**config.mk**
```make
export PLATFORM = sky130hd
export DESIGN_NAME = asc_sleep_ctrl
export DESIGN_NICKNAME = d
export VERILOG_FILES = /design/src/rtl/asc_sleep_pkg.sv /design/src/rtl/asc_addr_watch.sv /design/src/rtl/asc_stab_timer.sv /design/src/rtl/asc_data_hold.sv /design/src/rtl/asc_sleep_ctrl.sv
export SDC_FILE = /design/constraint.sdc
export NUM_CORES = 1
export LEC_CHECK = 0
export ABC_AREA = 1
export ABC_CLOCK_PERIOD_IN_PS = 1350
export BUFFER_PORTS_ARGS = -buffer_cell sky130_fd_sc_hd__buf_2
export CAP_MARGIN = 20
export CORE_UTILIZATION = 43
export CTS_BUF_LIST = sky130_fd_sc_hd__clkbuf_16
export CTS_CLUSTER_SIZE = 24
export DETAILED_ROUTE_END_ITERATION = 8
export PLACE_DENSITY = 0.8
export SLEW_MARGIN = 10
export SYNTH_ARGS = -nofsm -noshare
export SYNTH_HDL_FRONTEND = slang
export SYNTH_SLANG_ARGS = --single-unit
```
**constraint.sdc**
```tcl
create_clock -name clk -period 1.35 [get_ports clk]
set_clock_uncertainty 0.1 [all_clocks]
set_input_delay 0 -clock clk [delete_from_list [all_inputs] [get_ports clk]]
set_output_delay 0 -clock clk [all_outputs]
set_load 0.03 [all_outputs]
```
**src/rtl/asc_sleep_pkg.sv**
```systemverilog
package asc_sleep_pkg;

   typedef enum logic {
      HOLD_STALE = 1'b0,
      BLANK_ZERO = 1'b1
   } invalid_policy_e;

   function automatic int ceil_div(input int num, input int den);
      return (num + den - 1) / den;
   endfunction

endpackage

```
**src/rtl/asc_addr_watch.sv**
```systemverilog
module asc_addr_watch #(
   parameter int ADDR_W = 8
) (
   input  logic              clk,
   input  logic              rst_n,
   input  logic [ADDR_W-1:0] addr_i,
   output logic              moved_o
);

   logic [ADDR_W-1:0] addr_q;

   always_ff @(posedge clk or negedge rst_n) begin
      if (!rst_n) begin
         addr_q <= '0;
      end else begin
         addr_q <= addr_i;
      end
   end

   assign moved_o = (addr_i != addr_q);

endmodule

```
**src/rtl/asc_stab_timer.sv**
```systemverilog
module asc_stab_timer #(
   parameter int ACCESS_CYC = 4,
   parameter int SLEEP_AT   = 7,
   parameter int CNT_W      = 3
) (
   input  logic             clk,
   input  logic             rst_n,
   input  logic             moved_i,
   output logic             ready_o,
   output logic             doze_o,
   output logic             capture_o
);

   localparam logic [CNT_W-1:0] LIMIT   = CNT_W'(SLEEP_AT);
   localparam logic [CNT_W-1:0] ACC_CNT = CNT_W'(ACCESS_CYC);
   localparam logic [CNT_W-1:0] CAP_CNT = CNT_W'(ACCESS_CYC - 1);

   logic [CNT_W-1:0] cnt_q;

   always_ff @(posedge clk or negedge rst_n) begin
      if (!rst_n) begin
         cnt_q <= '0;
      end else if (moved_i) begin
         cnt_q <= '0;
      end else if (cnt_q != LIMIT) begin
         cnt_q <= cnt_q + 1'b1;
      end
   end

   assign ready_o   = !moved_i && (cnt_q >= ACC_CNT);
   assign doze_o    = !moved_i && (cnt_q == LIMIT);
   assign capture_o = !moved_i && (cnt_q == CAP_CNT);

   AST_CNT_RESTART: assert property (@(posedge clk) disable iff (!rst_n)
      moved_i |=> (cnt_q == '0));

   AST_VALID_RISE_AT_LATENCY: assert property (@(posedge clk) disable iff (!rst_n)
      $rose(ready_o) |-> ($past(cnt_q) == CAP_CNT));

   AST_SLEEP_RISE_AT_LIMIT: assert property (@(posedge clk) disable iff (!rst_n)
      $rose(doze_o) |-> ($past(cnt_q) == LIMIT - 1'b1));

   AST_SLEEP_IMPLIES_VALID: assert property (@(posedge clk) disable iff (!rst_n)
      doze_o |-> ready_o);

endmodule

```
**src/rtl/asc_data_hold.sv**
```systemverilog
module asc_data_hold
   import asc_sleep_pkg::*;
#(
   parameter int              DATA_W = 16,
   parameter invalid_policy_e POLICY = HOLD_STALE
) (
   input  logic              clk,
   input  logic              rst_n,
   input  logic              capture_i,
   input  logic              valid_i,
   input  logic              doze_i,
   input  logic [DATA_W-1:0] rd_data_i,
   output logic [DATA_W-1:0] data_o
);

   logic [DATA_W-1:0] word_q;

   always_ff @(posedge clk or negedge rst_n) begin
      if (!rst_n) begin
         word_q <= '0;
      end else if (capture_i) begin
         word_q <= rd_data_i;
      end
   end

   generate
      if (POLICY == BLANK_ZERO) begin : g_blank
         assign data_o = valid_i ? word_q : '0;
      end else begin : g_hold
         assign data_o = word_q;
      end
   endgenerate

   AST_HOLD_WHILE_ASLEEP: assert property (@(posedge clk) disable iff (!rst_n)
      (doze_i && $past(doze_i)) |-> $stable(word_q));

   AST_NO_CAPTURE_WHEN_VALID: assert property (@(posedge clk) disable iff (!rst_n)
      valid_i |-> !capture_i);

endmodule

```
**src/rtl/asc_sleep_ctrl.sv**
```systemverilog
module asc_sleep_ctrl
   import asc_sleep_pkg::*;
#(
   parameter int              ADDR_W         = 8,
   parameter int              DATA_W         = 16,
   parameter int              ACCESS_CYC     = 4,
   parameter int              CLK_PERIOD_PS  = 10000,
   parameter int              MARGIN_PS      = 30000,
   parameter invalid_policy_e INVALID_POLICY = HOLD_STALE
) (
   input  logic              clk,
   input  logic              rst_n,
   input  logic [ADDR_W-1:0] addr_i,
   input  logic              chip_sel_n_i,
   input  logic              write_n_i,
   input  logic              out_en_n_i,
   input  logic [DATA_W-1:0] rd_data_i,
   output logic [DATA_W-1:0] data_o,
   output logic              sleep_o,
   output logic              valid_o
);

   localparam int MARGIN_CYC = ceil_div(MARGIN_PS, CLK_PERIOD_PS);
   localparam int SLEEP_AT   = ACCESS_CYC + MARGIN_CYC;
   localparam int CNT_W      = $clog2(SLEEP_AT + 1);

   generate
      if (ADDR_W < 1 || DATA_W < 1) begin : g_bad_width
         $error("asc_sleep_ctrl: widths must be at least one bit");
      end
      if (ACCESS_CYC < 1) begin : g_bad_latency
         $error("asc_sleep_ctrl: ACCESS_CYC must be at least 1");
      end
      if (CLK_PERIOD_PS < 1 || MARGIN_PS < 0) begin : g_bad_timing
         $error("asc_sleep_ctrl: clock period must be positive, margin non-negative");
      end
   endgenerate

   logic moved;
   logic capture;
   logic [2:0] strobes;

   assign strobes = {chip_sel_n_i, write_n_i, out_en_n_i};

   asc_addr_watch #(
      .ADDR_W (ADDR_W)
   ) u_watch (
      .clk     (clk),
      .rst_n   (rst_n),
      .addr_i  (addr_i),
      .moved_o (moved)
   );

   asc_stab_timer #(
      .ACCESS_CYC (ACCESS_CYC),
      .SLEEP_AT   (SLEEP_AT),
      .CNT_W      (CNT_W)
   ) u_timer (
      .clk       (clk),
      .rst_n     (rst_n),
      .moved_i   (moved),
      .ready_o   (valid_o),
      .doze_o    (sleep_o),
      .capture_o (capture)
   );

   asc_data_hold #(
      .DATA_W (DATA_W),
      .POLICY (INVALID_POLICY)
   ) u_hold (
      .clk       (clk),
      .rst_n     (rst_n),
      .capture_i (capture),
      .valid_i   (valid_o),
      .doze_i    (sleep_o),
      .rd_data_i (rd_data_i),
      .data_o    (data_o)
   );

   AST_WAKE_SAME_CYCLE: assert property (@(posedge clk) disable iff (!rst_n)
      ($past(sleep_o) && moved) |-> (!sleep_o && !valid_o));

   AST_STROBE_BLIND: assert property (@(posedge clk) disable iff (!rst_n)
      ((strobes != $past(strobes)) && $past(sleep_o) && !moved) |-> sleep_o);

   AST_RESET_QUIET: assert property (@(posedge clk)
      !rst_n |-> (!sleep_o && !valid_o && (data_o == '0)));

endmodule

```
==> impl_metrics.py <==
metrics = {
    "setup_path": {
        "worst-setup-path-type": "reg -> out",
        "regToRegStartpoint": "u_watch.addr_q[5]",
        "r2r_end": "u_hold.data_o[3]",
        "r2r_slack_ns": -0.18,
        "r2r_cells": 10,
        "startpoint_type": "flop",
        "crit_fanout": 4,
        "cp.required_ns": 1.25,
        "critical_path_arrival_ns": 1.49,
        "cp-end-kind": "output port",
    },
    "synthesis": {
        "synth_seq_cells": 27,
        "yosys.area.top_type": "dfrtp_1",
        "ys_seq_area_frac": 0.5325,
        "ys.flop_type": "dfrtp_1",
        "yosysMostFrequentCell": "nand2_1",
        "yosys.area.top_type_share": 0.5325,
        "synth_nets": 189,
        "synth_warnings": 0,
        "synth_area_mm2": 0.001269,
        "synth_top_cells_by_count": "65 x nand2_1, 27 x dfrtp_1, 23 x inv_1, 16 x nand3_1, 8 x nor2_1",
        "synth_cell_type_count": 15,
        "synth_edf_count": 0,
        "syn_inst": 157,
        "synthArstFlopShare": 1.000,
        "synth_area_leaders": "dfrtp_1 53%, nand2_1 19%, inv_1 6.8%",
        "avgSynthCellArea_um2": 8.081,
    },
    "placed_design": {
        "hpwl_um": 1840,
        "dp_cells": 232,
        "gp_congestion": 0.7785,
        "io_buffers": 43,
    },
    "cts": {
        "cts_max_level": 1,
        "clockBufferDepth": 2,
        "cts_tree": "built",
        "numCtsBuffers": 3,
        "cts.sink_count": 27,
        "clk_latency_ns": 0.26,
        "root_buffer": "clkbuf_16",
        "clkSlewWorstSetupHoldPaths_ns": 0.07,
    },
    "global_routing": {
        "grt_max_degree": 28,
        "grt_pass1_wl_um": 5285,
        "grt_pass1_vias": 1195,
        "antenna_found_initial": 0,
        "track_usage": 0.2174,
        "grt-ovfl-total": 0,
    },
    "run": {
        "max_cap_violations": 0,
    },
    "layout": {
        "fillers": 198,
        "syn_to_final_growth_pct": 52.86,
        "layout.nets": 267,
        "drive_gt1_frac": 0.2991,
        "layoutNonFillerInstCount": 265,
        "antenna_cells": 0,
    },
    "timing": {
        "slew_headroom": 0.6106,
        "period_share": 1.177,
        "setup_viol": 19,
        "holdWs_ns": 0.1745,
        "worst_pin_slew_ns": 0.5841,
        "fin_ws_ns": -0.2383,
        "max_freq_ghz": 0.6296,
        "finalHoldViolCount": 0,
        "fin_crit_ns": 1.588,
        "final-max-slew-violation-count": 0,
        "rsz0062_at_grt": "yes",
    },
    "die": {
        "rows": 19,
        "fp.coreArea_mm2": 0.002781,
        "num_io_pins": 47,
        "die_y_um": 56.32,
        "fp.dieW_um": 56.32,
        "dieArea_mm2": 0.003172,
        "start_util": 0.4561,
    },
    "power": {
        "power_density_mw_per_mm2": 878.9,
        "peakVddDrop_uv": 985.3,
        "leakagePower_uw": 0.001132,
    },
    "status": {
        "violations": "negative setup slack",
        "status": "complete, but fails checks",
    },
    "min_path": {
        "hp-class": "in -> async",
    },
    "routing": {
        "via_per_inst": 4.717,
        "vias": 1250,
        "avgRoutedWirePerCell_um": 12.42,
        "wirelength_um": 3292,
        "drc": 0,
        "antenna_left": 0,
        "drt_first_pass_iters": 4,
        "drt-initial-drc-count": 31,
    },
}
-- how the worst max path moves through the flow --
stage,cells after the start,end,from
after CTS,9,sleep_o,u_watch.addr_q[5]
after floorplan,7,sleep_o,u_watch.addr_q[3]
final,9,valid_o,u_watch.addr_q[5]
after global placement,6,u_hold.data_o[11],u_watch.addr_q[4]
after global routing,9,valid_o,u_watch.addr_q[5]
after detailed placement,6,u_hold.data_o[9],u_watch.addr_q[4]
-- critical path, stage by stage, from the launching register on --
cell     delay (ns)
dfrtp_1        0.39
inv_1          0.07
nand2_1        0.06
nand2_1        0.08
nor2_2         0.14
nand2_2        0.08
nor2_4         0.10
inv_2          0.06
nor2_1         0.08
buf_4          0.16
-- timing repair --
action                     CTS  global route
gates resized for setup      5             8
cloned                       1             1
hold buffers                24             1
pin swaps                    1             2
buffers inserted             2             0
setup endpoints to repair   18            20
hold endpoints to repair    51             1
-- metrics by stage --
| stage | util | worst slack [ns] | instance area [µm²] | TNS, ns | total power [µW] |
|---|---|---|---|---|---|
| 5_1_grt | 0.6973 | -0.3218 | 1939 | -4.112 | 1760 |
| 4_1_cts | 0.6802 | -0.1850 | 1892 | -1.573 | 1690 |
| 2_1_floorplan | - | -0.09564 | 1291 | -0.1913 | 899.6 |
| 3_3_place_gp | 0.5529 | -0.03015 | 1538 | -0.2972 | 963.5 |
| 3_5_place_dp | 0.5529 | -0.05451 | 1538 | -0.5169 | 966.7 |
| 6_report | 0.6973 | -0.2383 | 1939 | -2.582 | 1705 |
-- cell families after synthesis --
family / synth area share
AOI/OAI and AO/OA: 0.007890
xor gates and xnor gates: 0.02071
adders and majority gates: 0.02959
buffers and inverters: 0.09369
DFF: 0.5325
and+or+nand+nor: 0.3156
-- area by class of cell --
class	instances	area (µm²)	share of cell area
Multi-Input combinational cell	104	518.0	0.2671
Sequential cell	27	675.6	0.3484
Clock inverter	1	7.507	0.003871
Timing Repair Buffer	76	538.0	0.2774
Clock buffer	3	75.07	0.03871
Tap cell	31	38.79	0.02000
Inverter	23	86.33	0.04452
-- routing by layer --
| metal | global-route usage | wire (µm) | up-vias |
|---|---|---|---|
| met5 | 0 | 0 | - |
| met4 | 0.09408 | 96 | 0 |
| met3 | 0.03917 | 150 | 8 |
| met2 | 0.3622 | 1676 | 39 |
| met1 | 0.2783 | 1368 | 577 |
| li1 | - | - | 626 |
-- layout by cell type, fill, tap and decap left out --
| master | netlist | routed |
|---|---|---|
| nor2_1 | 8 | 4 |
| buf_2 | 2 | 41 |
| ha_1 | 3 | 2 |
| ha_2 | 0 | 1 |
| nand2_1 | 65 | 64 |
| nand3_1 | 16 | 16 |
| inv_1 | 23 | 22 |
| clkbuf_16 | 0 | 3 |
| xor2_1 | 1 | 1 |
| a21oi_2 | 0 | 1 |
| dfrtp_1 | 27 | 27 |
| nand3_4 | 0 | 2 |
| inv_2 | 0 | 1 |
| nand2_2 | 2 | 3 |
| buf_4 | 0 | 8 |
| buf_6 | 2 | 2 |
| xnor2_1 | 2 | 2 |
| nor2_2 | 2 | 6 |
| nor2_4 | 1 | 1 |
| dlygate4sd3_1 | 0 | 25 |
| a21oi_1 | 2 | 1 |
| clkinvlp_4 | 0 | 1 |
-- state kept, by name, summed over array words and instances, names as in the netlist --
name and count:
u_watch.addr_q 8, u_hold.data_o 16, u_timer.cnt_q 3
-- power by group --
| part | internal (µW) | total [µW] | switching [µW] |
|---|---|---|---|
| clock network | 403 | 685 | 282 |
| registers | 821 | 830 | 8.78 |
| logic | 101 | 190 | 89.3 |
| total | 1320 | 1700 | 380 |
Note: power is estimated with default switching activity, not from simulation.
